### src/rtl/pacc_pkg.sv
// Shared definitions for the pulse accumulator: register addresses and
// the control register layout. Assumes a 2-bit register address space.
package pacc_pkg;
    localparam int ADDR_W = 2;
    localparam int CTRL_W = 5;

    typedef enum logic [ADDR_W-1:0] {
        REG_CTRL = 2'd0,
        REG_STAT = 2'd1,
        REG_CNT  = 2'd2,
        REG_RSVD = 2'd3
    } reg_addr_e;

    typedef struct packed {
        logic edge_ie;
        logic ovf_ie;
        logic pol;
        logic mode;
        logic en;
    } ctrl_t;
endpackage

### src/rtl/pacc_input_cond.sv
// Input conditioner: synchronizes the asynchronous pin through a flop
// chain and reports the synchronized level plus single-cycle rise/fall
// pulses. Assumes SYNC_STAGES >= 2.
module pacc_input_cond #(
    parameter int SYNC_STAGES = 2
) (
    input  logic clk,
    input  logic rst_n,
    input  logic pin_i,
    output logic level_o,
    output logic rise_o,
    output logic fall_o
);
    logic [SYNC_STAGES-1:0] sync_q;
    logic                   prev_q;

    // Shift the pin through the synchronizer chain.
    always_ff @(posedge clk) begin
        if (!rst_n) sync_q <= '0;
        else        sync_q <= {sync_q[SYNC_STAGES-2:0], pin_i};
    end

    // Remember the previous synchronized level for edge detection.
    always_ff @(posedge clk) begin
        if (!rst_n) prev_q <= 1'b0;
        else        prev_q <= sync_q[SYNC_STAGES-1];
    end

    assign level_o = sync_q[SYNC_STAGES-1];
    assign rise_o  = level_o & ~prev_q;
    assign fall_o  = ~level_o & prev_q;
endmodule

### src/rtl/pacc_prescaler.sv
// Free-running clock divider: emits a one-cycle tick every DIV clocks,
// counting from reset and never restarted. Assumes DIV >= 2.
module pacc_prescaler #(
    parameter int DIV = 64
) (
    input  logic clk,
    input  logic rst_n,
    output logic tick_o
);
    localparam int PW = $clog2(DIV);
    localparam logic [PW-1:0] LAST = PW'(DIV - 1);

    logic [PW-1:0] div_q;

    // Advance the divider and wrap after the last phase.
    always_ff @(posedge clk) begin
        if (!rst_n)          div_q <= '0;
        else if (div_q == LAST) div_q <= '0;
        else                 div_q <= div_q + 1'b1;
    end

    assign tick_o = (div_q == LAST);
endmodule

### src/rtl/pacc_counter.sv
// Loadable up-counter: a load beats an increment; reports a wrap pulse
// when an accepted increment steps from all ones to zero.
module pacc_counter #(
    parameter int W = 8
) (
    input  logic         clk,
    input  logic         rst_n,
    input  logic         load_i,
    input  logic [W-1:0] load_val_i,
    input  logic         inc_i,
    output logic [W-1:0] cnt_o,
    output logic         wrap_o
);
    logic [W-1:0] cnt_q;

    // Load, increment or hold the count.
    always_ff @(posedge clk) begin
        if (!rst_n)      cnt_q <= '0;
        else if (load_i) cnt_q <= load_val_i;
        else if (inc_i)  cnt_q <= cnt_q + 1'b1;
    end

    assign cnt_o  = cnt_q;
    assign wrap_o = inc_i & ~load_i & (&cnt_q);
endmodule

### src/rtl/pulse_acc.sv
// Pulse accumulator top: counts selected pin edges (event mode) or
// prescaler ticks while the pin is active (gated mode), with sticky
// overflow and input-edge flags and per-flag interrupt enables.
// Assumes a synchronous register port with combinational reads.
module pulse_acc
    import pacc_pkg::*;
#(
    parameter int CNT_W       = 8,
    parameter int PRESCALE    = 64,
    parameter int SYNC_STAGES = 2
) (
    input  logic              clk,
    input  logic              rst_n,
    input  logic              pin_i,
    input  logic              wr_en_i,
    input  logic [ADDR_W-1:0] wr_addr_i,
    input  logic [CNT_W-1:0]  wr_data_i,
    input  logic [ADDR_W-1:0] rd_addr_i,
    output logic [CNT_W-1:0]  rd_data_o,
    output logic              ovf_irq_o,
    output logic              edge_irq_o
);
    ctrl_t            ctrl_q;
    logic             level, rise, fall, tick;
    logic             cnt_wr, ctrl_wr, stat_wr;
    logic             evt_edge, end_edge, active, inc, edge_set, wrap;
    logic [CNT_W-1:0] cnt;
    logic             ovf_q, edge_q;

    pacc_input_cond #(.SYNC_STAGES(SYNC_STAGES)) cond_i (
        .clk(clk), .rst_n(rst_n), .pin_i(pin_i),
        .level_o(level), .rise_o(rise), .fall_o(fall)
    );

    pacc_prescaler #(.DIV(PRESCALE)) pre_i (
        .clk(clk), .rst_n(rst_n), .tick_o(tick)
    );

    assign ctrl_wr = wr_en_i & (wr_addr_i == REG_CTRL);
    assign stat_wr = wr_en_i & (wr_addr_i == REG_STAT);
    assign cnt_wr  = wr_en_i & (wr_addr_i == REG_CNT);

    assign evt_edge = ctrl_q.pol ? rise : fall;
    assign end_edge = ctrl_q.pol ? fall : rise;
    assign active   = (level == ctrl_q.pol);
    assign inc      = ctrl_q.en & (ctrl_q.mode ? (active & tick) : evt_edge);
    assign edge_set = ctrl_q.en & (ctrl_q.mode ? end_edge : evt_edge);

    pacc_counter #(.W(CNT_W)) cnt_i (
        .clk(clk), .rst_n(rst_n), .load_i(cnt_wr), .load_val_i(wr_data_i),
        .inc_i(inc), .cnt_o(cnt), .wrap_o(wrap)
    );

    // Control register.
    always_ff @(posedge clk) begin
        if (!rst_n)       ctrl_q <= '0;
        else if (ctrl_wr) ctrl_q <= ctrl_t'(wr_data_i[CTRL_W-1:0]);
    end

    // Sticky flags: set wins over a write-1-to-clear.
    always_ff @(posedge clk) begin
        if (!rst_n) begin
            ovf_q  <= 1'b0;
            edge_q <= 1'b0;
        end else begin
            ovf_q  <= wrap     | (ovf_q  & ~(stat_wr & wr_data_i[0]));
            edge_q <= edge_set | (edge_q & ~(stat_wr & wr_data_i[1]));
        end
    end

    // Read multiplexer.
    always_comb begin
        case (rd_addr_i)
            REG_CTRL: rd_data_o = CNT_W'(ctrl_q);
            REG_STAT: rd_data_o = CNT_W'({edge_q, ovf_q});
            REG_CNT:  rd_data_o = cnt;
            default:  rd_data_o = '0;
        endcase
    end

    assign ovf_irq_o  = ovf_q  & ctrl_q.ovf_ie;
    assign edge_irq_o = edge_q & ctrl_q.edge_ie;

    p_disabled_hold_r2: assert property (@(posedge clk) disable iff (!rst_n)
        (!ctrl_q.en && !cnt_wr) |=> (cnt == $past(cnt)));
    p_gated_on_tick_r5: assert property (@(posedge clk) disable iff (!rst_n)
        (inc && ctrl_q.mode) |-> tick);
    p_wrap_sets_ovf_r6: assert property (@(posedge clk) disable iff (!rst_n)
        (inc && !cnt_wr && (&cnt)) |=> ovf_q);
    p_edge_sets_flag_r7: assert property (@(posedge clk) disable iff (!rst_n)
        edge_set |=> edge_q);
    p_irq_needs_enable_r8: assert property (@(posedge clk) disable iff (!rst_n)
        $rose(ovf_irq_o) |-> ctrl_q.ovf_ie);
    p_write_wins_r9: assert property (@(posedge clk) disable iff (!rst_n)
        cnt_wr |=> (cnt == $past(wr_data_i)));
endmodule

### config.mk
export PLATFORM = sky130hd
export DESIGN_NAME = pulse_acc
export DESIGN_NICKNAME = d
export VERILOG_FILES = /design/src/rtl/pacc_pkg.sv /design/src/rtl/pacc_input_cond.sv /design/src/rtl/pacc_prescaler.sv /design/src/rtl/pacc_counter.sv /design/src/rtl/pulse_acc.sv
export SDC_FILE = /design/constraint.sdc
export NUM_CORES = 1
export LEC_CHECK = 0
export ABC_CLOCK_PERIOD_IN_PS = 2600
export BUFFER_PORTS_ARGS = -buffer_cell sky130_fd_sc_hd__buf_4
export CAP_MARGIN = 10
export CORE_MARGIN = 3
export CORE_UTILIZATION = 37
export DETAILED_ROUTE_END_ITERATION = 10
export HOLD_SLACK_MARGIN = 0.1
export PLACE_DENSITY = 0.69
export SLEW_MARGIN = 20
export SYNTH_ARGS = -nofsm -noshare
export SYNTH_HDL_FRONTEND = slang
export SYNTH_HIERARCHICAL = 1
export SYNTH_SLANG_ARGS = --single-unit
### constraint.sdc
create_clock -name clk -period 2.6 [get_ports clk]
set_input_delay 0.26 -clock clk [delete_from_list [all_inputs] [get_ports clk]]
set_output_delay 0.26 -clock clk [all_outputs]
set_load 0.03 [all_outputs]
# After elaboration in Yosys (flattened, before gate mapping)
# Cells that the tools add are included.
# classes
n_eq_ne	6
mux	7
addsub	2
reduce_logical	5
n_bitwise	24
# ops
cell	n
8-bit one-hot mux with 3 select lines	1
1-bit AND	16
8-bit two-way mux	2
8-bit by 1-bit adder with 8-bit output, second input constant	1
8-bit AND reduction	1
6-bit by 1-bit adder with 6-bit output, second input constant	1
6-bit == test, second input constant	1
1-bit NOT	6
2-bit by 1-bit == test with 1-bit output, second input constant	2
2-bit == test, second input constant	2
2-bit logical NOT	2
1-bit two-way mux	4
1-bit OR	2
2-bit nonzero test	1
2-bit OR reduction	1
1-bit == test	1
# word_totals
output_inout_bits	10
input_bits	16
reg_bits	24

# Depth between registers and ports, before layout
# Gate-level depths: netlist (run 1).
# logic_depth
ltp_word	8
depth_mapped	11
depth_no_buf	10

# Modules after synthesis
# Netlist (run 1), hierarchy kept.
# by_module_without_submodules
module	seq_area_each_um2	cells_per_inst	area_per_inst_um2	instances
pulse_acc	140.1	54	476.7	1
pacc_counter	160.2	55	464.2	1
pacc_prescaler	120.1	25	237.7	1
pacc_input_cond	60.1	8	91.3	1

# Least setup slack after synthesis (run 1)
# Ideal clock, no wire load.
# synth_path
path_type	register to register
startpoint	register pre_i.div_q[0]
endpoint	register cnt_i.cnt_q[5] (netlist: cnt_i/cnt_o[5])
setup_ps	74
path_stages_with_launch	11
setup_slack_ps	754
t_arrival_ps	1772
n_path_buf	1
path_cell_list	dfxtp_1 > ha_1 > nand3_1 > nor2_1 > nand2_1 > o22ai_1 > and2_1 > buf_6 > nand4_2 > or3_1 > a31oi_1
# synth_via
elab_chain_len	5
# synth_lines
item	line_no	source
start: declaration	pacc_prescaler.sv:13	logic [PW-1:0] div_q;
start signal: assignment	pacc_prescaler.sv:19	else div_q <= div_q + 1'b1;
6-bit == test	pacc_prescaler.sv:22	assign tick_o = (div_q == LAST);
net tick	pulse_acc.sv:24	logic level, rise, fall, tick;
1-bit AND	pulse_acc.sv:46	assign inc = ctrl_q.en & (ctrl_q.mode ? (active & tick) : evt_edge);
1-bit two-way mux	pulse_acc.sv:46	
1-bit AND	pulse_acc.sv:46	
net inc	pulse_acc.sv:26	logic evt_edge, end_edge, active, inc, edge_set, wrap;
2-bit nonzero test (no line)	n/a	
end signal: assignment	pacc_counter.sv:19	else if (load_i) cnt_q <= load_val_i;
end signal: assignment	pacc_counter.sv:20	else if (inc_i) cnt_q <= cnt_q + 1'b1;
end: declaration	pacc_counter.sv:14	logic [W-1:0] cnt_q;
# The timed path passes the listed nets, and every way through them passes these cells.
# A chain may end at the register's enable or synchronous reset.

# Worst setup path in the final report (run 1)
# Ends and elaborated chain as after synthesis.

==> metrics.cfg, run 1 <==
[finish]
final_common_cell = buf_4
layout_common_cells = 25 x buf_4, 24 x dfxtp_1, 14 x o21ai_0
fin_util = 0.486
n_antenna_cell = 0
areaGrowthSynthToFinish_pct = 20.6
finalNetCount = 184
final_layout_size_suffix_gt1_frac = 0.212

[clock_network]
cts_buffers = 3
path_clk_slew_ns = 0.14
insertion_delay_ns = 0.32
cts_resized = 0
cts_tree = yes
clk_path_buf_depth = 2
ctsHoldBuffers = 0
post_cts_buffers = 0
cts_max_level = 1
root_buffer = clkbuf_4
cts_num_sinks = 24

[global_route]
track_usage = 0.133
grt_overflow = 0
grt_antenna_before_repair = 0
grt_pass1_wl_mm = 4.44
grt_max_degree = 25
grt_pass1_vias = 1023

[power]
ir_drop_mv = 0.345
cellLeakagePower_uw = 0.000627
p_total_uw = 747
power_density_nw_per_um2 = 488

[timing]
worst_slew_pin_slew_ns = 0.414
fin_crit_sh = 0.810
setup_tns_ns = 0
hold_viol = 0
setup_viol = 0
fin_crit_ns = 2.11
rsz0062_at_grt = false
clock_skew_ns = 0.0155
whs_ns = 0.148
fin_ws_ns = 0.493
fmaxAchievable_mhz = 475
relSlewSlack = 0.724
slew_viol_final = 0

[worst_setup_path]
slowest_stage = dfxtp_1
max_stage_delay_ns = 0.39
worstSetupPathType = reg2reg
cp_max_fo = 8
cp.arrival_ns = 2.37
reg2reg_slack_ns = 0.49
worstReg2RegStart = pre_i/div_q[0]
worstPathCellList = ha_1, nand3_1, nor2_1, nand2_1, o22ai_1, and2_1, nand4_2, or3_1, a31oi_1
required_ns = 2.86
worst_setup_path_start_kind = flop
r2r_end = cnt_i/cnt_o[5]
end_kind = flop
reg2reg_depth = 9

[die]
coreArea_um2 = 3150
die_area_um2 = 4170
die_y_um = 64.6
row_count = 20
die_w_um = 64.6
ioPinCount = 26
start_util = 0.403

[routing]
routed_wl_mm = 2.58
drtAntennaViolNets = 0
wire_per_inst_um = 12.4
drc = 0
via_per_inst = 5.06
dr.pass1.iters = 4
drt-initial-drc-count = 67
vias = 1058

[hold_path]
min_to = cond_i/sync_q[0]
holdPathStages = 2
hold_path_class = in2reg
worstHoldStart = pin_i

[yosys]
yosysUniqueCellTypes = 36
ys_async_sr_fraction = 0
ys.flop_type = dfxtp_1
yosys_warnings = 6
synth_edf_count = 0
synth_nets = 160
syn-cell-area_um2 = 1270
syn_inst = 142
yosysSeqAreaShare = 0.378
ys_seq_elements = 24
syn_area_per_cell_um2 = 8.94

[status]
outcome = finished clean

[place]
dp_slack_ns = 0.490
dpl.hpwl_mm = 2.03
port_buffers = 25
routabilityCongestion = 0.852

[flow_run]
cap_violations = 0

## flip-flops by register name, summed over array words and instances (netlist names)
register and flops:
ovf_q 1, cond_i/sync_q 2, cnt_i/cnt_o 8, ctrl_q 5, cond_i/prev_q 1, pre_i/div_q 6, edge_q 1
## per-layer routing
metal  routed length, um  global-route usage  up-vias
met5                   0                   0        -
met4                  43              0.0422        0
met3                 151              0.0364        6
met2                1310               0.237       31
met1                1070               0.154      483
li1                    -                   -      538
## cells in the mapped netlist (2+ instances only)
master    instances  area, um2
dfxtp_1          24        480
o21ai_0          14       70.1
and2_1           13       81.3
mux2i_1          13        130
nand2_1          11       41.3
nor2b_1           9       56.3
nor2_1            7       26.3
xor2_1            6       52.6
nand3_1           5       25.0
a21oi_1           3       15.0
or3_1             3       18.8
xnor2_1           3       26.3
a31oi_1           2       12.5
clkbuf_1          2       7.51
clkbuf_2          2       10.0
ha_1              2       25.0
inv_1             2       7.51
nand4_2           2       25.0
nand4b_1          2       17.5
## cell families after synthesis
kind of cell	Yosys count	synth area share
AND/OR/NAND/NOR	63	0.304
flip-flops	24	0.378
AO/OA/AOI/OAI	23	0.100
multiplexers	13	0.102
XOR/XNOR	9	0.0621
buffers and inverters	8	0.0325
adder cells (fa/ha/maj)	2	0.0197
## critical path: cells and delay by family, from the launching register on
kind	cells	cell delay [ns]
fa+ha+maj	1	0.19
compound gates	2	0.25
simple gates	6	1.23
flops	1	0.39
## final cells by class
class / count / area, um2
tap: 44 / 55.1
fill: 312 / 1620
multi-input combinational: 110 / 748
clock buffer: 3 / 22.5
clock inverter: 1 / 30.0
inverter: 2 / 7.51
sequential: 24 / 480
timing repair buffer: 25 / 188
## stage by stage
step | instance area [um2] | instances
after floorplan | 1270 | 142
after global placement | 1480 | 205
after detailed placement | 1480 | 205
after CTS | 1530 | 209
after global routing | 1530 | 209
final | 1530 | 209
## how the worst max path moves through the flow
stage	startpoint	end	slack [ns]	cells past startpoint
floorplan	pre_i/div_q[0]	cnt_i/cnt_o[5]	0.75	10
global placement	pre_i/div_q[0]	cnt_i/cnt_o[5]	0.58	9
detailed placement	pre_i/div_q[0]	cnt_i/cnt_o[5]	0.49	9
CTS	pre_i/div_q[0]	cnt_i/cnt_o[5]	0.48	9
global route	pre_i/div_q[0]	cnt_i/cnt_o[5]	0.29	9
finish	pre_i/div_q[0]	cnt_i/cnt_o[5]	0.49	9
## power by group
group | switching (uW) | total (uW) | internal, uW
clock network | 109 | 265 | 156
logic | 40.9 | 83.9 | 42.9
registers | 15.7 | 398 | 382
total | 166 | 747 | 581
Note: power is estimated with default switching activity, not from simulation.
==> run 2: changes to the inputs <==
--- a/config.mk
+++ b/config.mk
@@ -5,14 +5,15 @@
 export SDC_FILE = /design/constraint.sdc
 export NUM_CORES = 1
 export LEC_CHECK = 0
-export ABC_CLOCK_PERIOD_IN_PS = 2600
+export ABC_AREA = 1
+export ABC_CLOCK_PERIOD_IN_PS = 1820
 export BUFFER_PORTS_ARGS = -buffer_cell sky130_fd_sc_hd__buf_4
 export CAP_MARGIN = 10
 export CORE_MARGIN = 3
 export CORE_UTILIZATION = 37
 export DETAILED_ROUTE_END_ITERATION = 10
 export HOLD_SLACK_MARGIN = 0.1
-export PLACE_DENSITY = 0.69
+export PLACE_DENSITY = 0.7
 export SLEW_MARGIN = 20
 export SYNTH_ARGS = -nofsm -noshare
 export SYNTH_HDL_FRONTEND = slang
==> constraint.sdc (replaced) <==
create_clock -name clk -period 1.82 [get_ports clk]
set_input_delay 0.182 -clock clk [delete_from_list [all_inputs] [get_ports clk]]
set_output_delay 0.182 -clock clk [all_outputs]
set_load 0.03 [all_outputs]
==> metrics.cfg, run 2 <==
[finish]
largest_reg_flops = 8
layout_common_cells = 37 x buf_4, 35 x inv_1, 31 x nand2_1
final_layout_size_suffix_gt1_frac = 0.324
fin_util = 0.536
finalNetCount = 257
final_common_cell = buf_4
fillCellCount = 309
n_antenna_cell = 0
areaGrowthSynthToFinish_pct = 35.5

[yosys]
yosys_warnings = 6
syn_area_per_cell_um2 = 6.89
synth_top_area_cell = dfxtp_1
ys_seq_elements = 24
yosys.area_share.simple = 0.324
yosysMostFrequentCell = inv_1
synth_edf_count = 0
synthMuxAreaShare = 0
yosysTopAreaCellShare = 0.356
syn_inst = 196
yosysUniqueCellTypes = 26
synthAdderAreaFrac = 0.0185
synth_nets = 214
yosys-top-cells-area = dfxtp_1 36%, inv_1 10%, nand2_1 9.7%
ys_async_sr_fraction = 0
synth_top_family_by_area = simple AND/OR/NAND/NOR gates
syn-cell-area_um2 = 1350
synth_compound_area_frac = 0.153
synth-xor-area-share = 0.0259
ys.flop_type = dfxtp_1
synthTopCellsByCount = 36 x inv_1, 35 x nand2_1, 24 x dfxtp_1
yosysSeqAreaShare = 0.356

[global_route]
grt_pass1_vias = 1215
grt_pass1_wl_mm = 5.00
track_usage = 0.143
grt_max_degree = 18
grt_overflow = 0
grt_antenna_before_repair = 0

[routing]
drc = 0
drtAntennaViolNets = 0
via_per_inst = 4.63
routed_wl_mm = 3.05
vias = 1315
drt-initial-drc-count = 71
wire_per_inst_um = 10.7
dr.pass1.iters = 5

[die]
die_y_um = 66.4
die_w_um = 66.4
start_util = 0.396
die_area_um2 = 4410
row_count = 21
coreArea_um2 = 3420
ioPinCount = 26

[worst_setup_path]
required_ns = 2.06
cp.arrival_ns = 2.11
worstPathCellList = ha_4, nand2_2, inv_2, nand2_2, inv_2, nand2_2, a21oi_2, o21ai_1, a21oi_2, buf_4, nor2_4, a22oi_1, nand3_1, nand2_1, inv_1
cp_max_fo = 6
reg2reg_depth = 15
worstSetupPathType = reg2reg
crit_buf_inv = 4
max_stage_delay_ns = 0.38
worst_setup_path_start_kind = flop
crit_family = compound AO/OA/AOI/OAI gates
worstReg2RegStart = pre_i/div_q[0]
end_kind = flop
reg2reg_slack_ns = -0.05
slowest_stage = dfxtp_2
cpMostUsedCell = nand2_2
r2r_end = cnt_i/cnt_o[6]

[clock_network]
cts_max_level = 1
cts_buffers = 3
cts_tree = yes
clk_path_buf_depth = 2
root_buffer = clkbuf_4
insertion_delay_ns = 0.32
path_clk_slew_ns = 0.14
cts_num_sinks = 24

[power]
p_comb_frac = 0.141
cellLeakagePower_uw = 0.000843
pwr-share-clk = 0.349
switching_power_uw = 275
internal-power_uw = 842
power_density_nw_per_um2 = 610
seqPwrFrac = 0.509
ir_drop_mv = 0.298
switching_share = 0.246
p_total_uw = 1120

[timing]
clock_skew_ns = 0.00153
relSlewSlack = 0.838
hold_viol = 0
worst_slew_pin_slew_ns = 0.241
fin_ws_ns = -0.0476
fin_crit_sh = 1.03
fmaxAchievable_mhz = 535
rsz0062_at_grt = true
setup_viol = 2
slew_viol_final = 0
fin_crit_ns = 1.87

[place]
dpl.hpwl_mm = 2.19
port_buffers = 25
routabilityCongestion = 0.832
dp_slack_ns = -0.103

[status]
outcome = finished, violations left
violations = negative setup slack

[hold_path]
hold_path_class = in2reg
holdPathStages = 3
min_to = ctrl_q[3]
worstHoldStart = wr_data_i[3]

[flow_run]
cap_violations = 0

==> run 2: cell types whose count changed in the layout (fill, tap and decap cells not counted), sizes merged, moves of 5 or more <==
| cell | before | now |
|---|---|---|
| a21oi | 4 | 13 |
| a22oi | 0 | 5 |
| and2 | 14 | 0 |
| buf | 25 | 38 |
| inv | 2 | 39 |
| mux2i | 13 | 0 |
| nand2 | 11 | 42 |
| nand3 | 6 | 16 |
| nor2 | 7 | 28 |
| nor2b | 9 | 0 |
==> run 2: cell type report <==
cell class,instances,area [um2],area share
Clock buffer,3,22.5,0.0123
Clock inverter,1,30.0,0.0164
Inverter,40,163,0.0889
Multi-Input combinational cell,131,767,0.419
Sequential cell,24,483,0.264
Tap cell,46,57.6,0.0314
Timing Repair Buffer,39,308,0.168
==> run 2: logic make-up after synthesis <==
| family | Yosys count |
|---|---|
| XOR/XNOR | 4 |
| AND/OR/NAND/NOR | 90 |
| adder cells (fa/ha/maj) | 2 |
| AO/OA/AOI/OAI | 35 |
| buffers and inverters | 41 |
| flip-flops | 24 |
==> run 2: how the worst max path moves through the flow <==
stage	cells after the start	startpoint	to
4_1_cts	15	pre_i/div_q[1]	cnt_i/cnt_o[6]
6_report	15	pre_i/div_q[0]	cnt_i/cnt_o[6]
5_1_grt	15	pre_i/div_q[0]	cnt_i/cnt_o[6]
3_5_place_dp	13	pre_i/div_q[1]	ovf_q
3_3_place_gp	13	pre_i/div_q[1]	ovf_q
2_1_floorplan	13	pre_i/div_q[1]	ovf_q
==> run 2: through the flow <==
stage               hold slack, ns  cells  area [um2]  TNS [ns]
finish                       0.138    284        1830   -0.0506
global route                 0.129    284        1830    -0.971
CTS                          0.126    282        1750   -0.0214
detailed placement           0.369    272        1640    -0.130
global placement             0.360    272        1640  -0.00105
floorplan                    0.275    196        1360         0
==> run 2: worst reg2reg max path: stages, from the launching register on <==
cell and delay (ns):
dfxtp_2 0.38, ha_4 0.14, nand2_2 0.06, inv_2 0.07, nand2_2 0.05, inv_2 0.05, nand2_2 0.05, a21oi_2 0.09
o21ai_1 0.08, a21oi_2 0.25, buf_4 0.17, nor2_4 0.05, a22oi_1 0.14, nand3_1 0.10, nand2_1 0.07, inv_1 0.03
==> run 2: what timing repair did <==
item	CTS	global route
buffers inserted	5	2
setup endpoints to repair	4	9
resized for setup	4	12
cloned	0	0
pin swaps	6	10
hold endpoints to repair	1	0
hold buffers	1	0
==> run 2: metal layers <==
layer | wire length [um] | GRT usage | up-vias
met3 | 90 | 0.0204 | 5
met1 | 1450 | 0.183 | 584
met2 | 1480 | 0.245 | 25
met4 | 30 | 0.0431 | 0
li1 | - | - | 701
met5 | 0 | 0 | -
==> run 2: power groups by stage <==
| stage | clock network, uW | logic [uW] | registers (uW) |
|---|---|---|---|
| 3_5_place_dp | 0 | 144 | 577 |
| 3_3_place_gp | 0 | 144 | 577 |
| 6_report | 390 | 158 | 569 |
| 4_1_cts | 408 | 149 | 568 |
| 2_1_floorplan | 0 | 82.6 | 574 |
| 5_1_grt | 427 | 176 | 573 |
